### src/rtl/txcs_pkg.sv
package txcs_pkg;
  typedef enum logic [1:0] {
    TXSRC_EXT    = 2'b00,
    TXSRC_AUTO   = 2'b01,
    TXSRC_SCALED = 2'b10,
    TXSRC_REC    = 2'b11
  } txsrc_mode_e;

  localparam int NUM_CAND   = 3;
  localparam int CAND_EXT   = 0;
  localparam int CAND_SCALE = 1;
  localparam int CAND_REC   = 2;
endpackage

### src/rtl/txcs_sync.sv
module txcs_sync #(
  parameter int STAGES = 2
) (
  input  logic clk,
  input  logic rst_n,
  input  logic raw_i,
  output logic sync_o
);
  logic [STAGES-1:0] chain_q;
  logic [STAGES-1:0] chain_d;

  always_comb begin
    chain_d = {chain_q[STAGES-2:0], raw_i};
  end

  always_ff @(posedge clk or negedge rst_n) begin
    if (!rst_n) chain_q <= '0;
    else        chain_q <= chain_d;
  end

  assign sync_o = chain_q[STAGES-1];
endmodule

### src/rtl/txcs_loss_det.sv
module txcs_loss_det #(
  parameter int W = 8
) (
  input  logic         clk,
  input  logic         rst_n,
  input  logic         en_i,
  input  logic         sig_i,
  input  logic [W-1:0] limit_i,
  output logic         edge_o,
  output logic         lost_o,
  output logic [W-1:0] cnt_o
);
  logic         prev_q;
  logic [W-1:0] cnt_q;
  logic [W-1:0] cnt_d;
  logic         cnt_en;

  assign edge_o = sig_i ^ prev_q;

  // the counter only moves while armed and below the limit
  assign cnt_en = en_i && !edge_o && (cnt_q < limit_i);

  always_comb begin
    cnt_d = cnt_q;
    if (!en_i || edge_o) cnt_d = '0;
    else if (cnt_en)     cnt_d = cnt_q + 1'b1;
  end

  always_ff @(posedge clk or negedge rst_n) begin
    if (!rst_n) begin
      prev_q <= 1'b0;
      cnt_q  <= '0;
    end else begin
      prev_q <= sig_i;
      cnt_q  <= cnt_d;
    end
  end

  assign lost_o = en_i && (cnt_q == limit_i);
  assign cnt_o  = cnt_q;
endmodule

### src/rtl/txcs_src_mux.sv
module txcs_src_mux
  import txcs_pkg::*;
(
  input  logic                clk,
  input  logic                rst_n,
  input  txsrc_mode_e         mode_i,
  input  logic                fallback_i,
  input  logic [NUM_CAND-1:0] cand_i,
  output logic                clk_o
);
  logic sel_d;
  logic out_q;

  always_comb begin
    unique case (mode_i)
      TXSRC_EXT:    sel_d = cand_i[CAND_EXT];
      TXSRC_AUTO:   sel_d = fallback_i ? cand_i[CAND_REC] : cand_i[CAND_EXT];
      TXSRC_SCALED: sel_d = cand_i[CAND_SCALE];
      default:      sel_d = cand_i[CAND_REC];
    endcase
  end

  always_ff @(posedge clk or negedge rst_n) begin
    if (!rst_n) out_q <= 1'b0;
    else        out_q <= sel_d;
  end

  assign clk_o = out_q;
endmodule

### src/rtl/txclk_source_sel.sv
module txclk_source_sel
  import txcs_pkg::*;
#(
  parameter int LIMIT_W     = 8,
  parameter int SYNC_STAGES = 2
) (
  input  logic               clk,
  input  logic               rst_n,
  input  logic [1:0]         mode_sel,
  input  logic               ext_clk_in,
  input  logic               rec_clk_in,
  input  logic               scaled_clk_in,
  input  logic [LIMIT_W-1:0] loss_limit,
  output logic               tx_clk_out,
  output logic               fallback_active
);
  logic [NUM_CAND-1:0] cand_raw;
  logic [NUM_CAND-1:0] cand_sync;
  txsrc_mode_e         mode_q;
  logic                fb_q;
  logic                fb_d;
  logic                ext_edge;
  logic                ext_lost;
  logic [LIMIT_W-1:0]  loss_cnt;
  logic                auto_mode;

  assign cand_raw[CAND_EXT]   = ext_clk_in;
  assign cand_raw[CAND_SCALE] = scaled_clk_in;
  assign cand_raw[CAND_REC]   = rec_clk_in;

  for (genvar g = 0; g < NUM_CAND; g++) begin : g_cand
    txcs_sync #(.STAGES(SYNC_STAGES)) u_sync (
      .clk    (clk),
      .rst_n  (rst_n),
      .raw_i  (cand_raw[g]),
      .sync_o (cand_sync[g])
    );
  end

  always_ff @(posedge clk or negedge rst_n) begin
    if (!rst_n) mode_q <= TXSRC_EXT;
    else        mode_q <= txsrc_mode_e'(mode_sel);
  end

  assign auto_mode = (mode_q == TXSRC_AUTO);

  txcs_loss_det #(.W(LIMIT_W)) u_loss (
    .clk     (clk),
    .rst_n   (rst_n),
    .en_i    (auto_mode),
    .sig_i   (cand_sync[CAND_EXT]),
    .limit_i (loss_limit),
    .edge_o  (ext_edge),
    .lost_o  (ext_lost),
    .cnt_o   (loss_cnt)
  );

  // a fresh edge outranks a loss declared in the same cycle
  always_comb begin
    fb_d = auto_mode && !ext_edge && (fb_q || ext_lost);
  end

  always_ff @(posedge clk or negedge rst_n) begin
    if (!rst_n) fb_q <= 1'b0;
    else        fb_q <= fb_d;
  end

  txcs_src_mux u_mux (
    .clk        (clk),
    .rst_n      (rst_n),
    .mode_i     (mode_q),
    .fallback_i (fb_q),
    .cand_i     (cand_sync),
    .clk_o      (tx_clk_out)
  );

  assign fallback_active = fb_q;
endmodule

### config.mk
export PLATFORM = sky130hd
export DESIGN_NAME = txclk_source_sel
export DESIGN_NICKNAME = d
export VERILOG_FILES = /design/src/rtl/txcs_pkg.sv /design/src/rtl/txcs_sync.sv /design/src/rtl/txcs_loss_det.sv /design/src/rtl/txcs_src_mux.sv /design/src/rtl/txclk_source_sel.sv
export SDC_FILE = /design/constraint.sdc
export NUM_CORES = 1
export LEC_CHECK = 0
export BUFFER_PORTS_ARGS = -buffer_cell sky130_fd_sc_hd__buf_4
export CORE_MARGIN = 2
export CORE_UTILIZATION = 51
export CTS_CLUSTER_SIZE = 25
export DETAILED_ROUTE_END_ITERATION = 10
export PLACE_DENSITY = 0.74
export SLEW_MARGIN = 5
export SYNTH_ARGS = -nofsm -noshare
export SYNTH_HDL_FRONTEND = slang
export SYNTH_SLANG_ARGS = --single-unit
### constraint.sdc
create_clock -name clk -period 2.7 [get_ports clk]
set_input_delay 0.135 -clock clk [delete_from_list [all_inputs] [get_ports clk]]
set_output_delay 0.135 -clock clk [all_outputs]
set_load 0.01 [all_outputs]
==> flow_summary_export.csv <==
group,metric,value,unit
power,vdd_ir_drop_max,0.324,mV
critical_path,cp_max_fo,13,
sta,relSlewSlack,64.9,%
critical_path,worst-setup-path-type,"reg2reg",
synthesis,synth_area,1020,um2
layout,layout-drive-gt1-share,23.9,%
critical_path,start_kind,"register",
synthesis,synth.top_cell.area_share,46.5,%
clock_network,clockRootBuffer,"clkbuf_4",
critical_path,cp-endpoint,"u_loss.cnt_o[4]",
clock_network,clk_latency,0.30,ns
detailed_routing,vias_per_cell,5.76,
sta,rsz0062_at_grt,"false",
layout,final_util,65.0,%
grt,grt_overflow,0,
clock_network,h-tree-depth,1,
sta,period_needed,2.07,ns
critical_path,setup.worst_path.start,"u_loss.cnt_o[3]",
sta,final-max-slew-violation-count,0,
synthesis,async_reset_ff_share,100,%
clock_network,cts_buffers,3,
critical_path,critPathCaptureType,"register",
synthesis,ys_ff_latch,19,
sta,period_share,76.5,%
grt,grtUsageTotal,19.6,%
synthesis,synth_top_cell_by_area,"dfrtp_1",
grt,grt_max_degree,20,
layout,syn2layout_area_growth,22.0,%
placement,dp_hpwl,1.56,mm
placement,place_congestion,0.788,
layout,final_common_cell,"dfrtp_1",
sta,hold_viol,0,
grt,grt_pass1_vias,822,
sta,tightestPinTransition,0.527,ns
clock_network,path_clk_slew,0.10,ns
synthesis,yosysSeqAreaShare,46.5,%
clock_network,cts.sinks,19,
critical_path,reg2reg_to,"u_loss.cnt_o[4]",
power,pwr_density_cell,401,nW/um2
detailed_routing,ant_nets,0,
detailed_routing,route.vias.total,830,
sta,fmax,0.484,GHz
grt,antenna_found_initial,0,
floorplanning,ios,17,
job,drv_cap,0,
synthesis,avgSynthCellArea,11.0,um2
synthesis,synthCells,93,
sta,fin_skew,0.00238,ns
floorplanning,die_height,48.8,um
detailed_routing,wire_per_inst,14.1,um
floorplanning,die-area,2380,um2
layout,final_cell_mix,"dfrtp_1, buf_4, inv_1, ha_1, a21boi_1",
run_status,outcome,"completed",
grt,grt_pass1_wl,3.62,mm
critical_path,r2r_setup_slack,0.63,ns
layout,num_antenna_cells,0,
clock_network,clock_path_buffers,2,
detailed_routing,drc,0,
placement,pre_cts_slack,0.670,ns
synthesis,netlist_top_cells_area,"dfrtp_1, ha_1, a21boi_1",
sta,tns,0,ns
worst_hold_path,hold_class,"in2async",
critical_path,critPathRequiredTime,2.93,ns
synthesis,synth-edff-count,0,
detailed_routing,routed_wl,2.03,mm
synthesis,yosysUniqueCellTypes,31,
floorplanning,initial_core_util,53.3,%
clock_network,cts_tree,"done",
synthesis,syn_nets,117,
placement,io_buffers,16,
layout,fin_nets,142,
synthesis,ys.flop_type,"dfrtp_1",
critical_path,worstReg2RegStart,"u_loss.cnt_o[3]",
power,leakage,0.000575,uW
floorplanning,coreArea,1920,um2
clock_network,postCtsSetupRepairBufs,0,
detailed_routing,drtIter0Drc,14,
critical_path,reg2regPathDepth,5,
synthesis,synth_warnings,0,
detailed_routing,drtPass1Iterations,5,
floorplanning,die_w,48.8,um
layout,final.fill_count,171,
critical_path,arrival,2.30,ns
clock_network,post_cts_resized,0,
floorplanning,row_count,16,
sta,setup-violations-final,0,
sta,timing.final.ws_setup,0.634,ns
flip-flops by register name, summed over array words and instances (netlist names):
signal                 flops
g_cand.u_sync.chain_q      6
u_loss.cnt_o               8
u_loss.prev_q              1
mode_q                     2
fallback_active            1
u_mux.clk_o                1
worst min-delay path by stage:
stage           from                          end  slack, ns  cells past startpoint
5_1_grt        rst_n  g_cand[1].u_sync.chain_q[0]       0.23                      2
3_3_place_gp   rst_n  g_cand[1].u_sync.chain_q[0]       0.02                      1
6_report       rst_n              u_loss.cnt_o[0]       0.23                      2
2_1_floorplan  rst_n              fallback_active      -0.16                      0
3_5_place_dp   rst_n  g_cand[2].u_sync.chain_q[0]       0.02                      1
4_1_cts        rst_n  g_cand[2].u_sync.chain_q[0]       0.23                      2
routing by layer:
metal,vias up,GRT usage (%),wire length [um]
met5,-,0,0
met4,0,8.57,47
met3,9,4.60,101
met2,25,31.5,1010
met1,397,25.4,870
li1,399,-,-
per-stage QoR:
step                      area (um2)  power [uW]  std cells  hold WS (ns)
after floorplan                 1020         328         93        -0.161
after global placement          1160         354        134        0.0174
after detailed placement        1160         358        134        0.0197
after CTS                       1250         504        144         0.232
after global routing            1250         529        144         0.227
final                           1250         501        144         0.229
cells by family after synthesis:
family / share of synthesized area (%)
compound gates: 19.6
buf+inv: 4.89
xor+xnor: 0.856
fa+ha+maj: 11.0
mux: 0.978
simple gates: 16.3
flops: 46.5
synthesized netlist by cell type, types with 3 or more instances:
| library cell | instances |
|---|---|
| dfrtp_1 | 19 |
| o31ai_1 | 5 |
| nand4_1 | 3 |
| a21boi_1 | 7 |
| ha_1 | 9 |
| or4_1 | 5 |
| inv_1 | 9 |
| nand2_1 | 5 |
| nand3_1 | 4 |
timing repair:
item / in CTS / in global routing
hold endpoints to repair: 24 / 0
endpoints found under the setup margin: 0 / 0
hold buffers: 6 / 0
report_power, final:
group	total, uW	internal, uW	switching, uW
registers	299	294	5.17
logic	59.5	33.3	26.2
clock network	143	55.3	87.5
total	501	382	119
layout make-up:
class	instances	area (um2)	area share, %
multi-input combinational	63	498	39.9
sequential	19	475	38.1
inverter	9	33.8	2.71
timing repair buffer	22	180	14.4
tap	27	33.8	2.71
clock inverter	1	5.00	0.401
clock buffer	3	22.5	1.80
worst max-delay path, cell delays in order (launching register included):
cell and delay [ns]:
dfrtp_1 0.44, ha_1 0.34, a21oi_1 0.21, o221ai_2 0.26
or4_1 0.57, a21boi_1 0.16
Power figures use the tool's default switching activity.
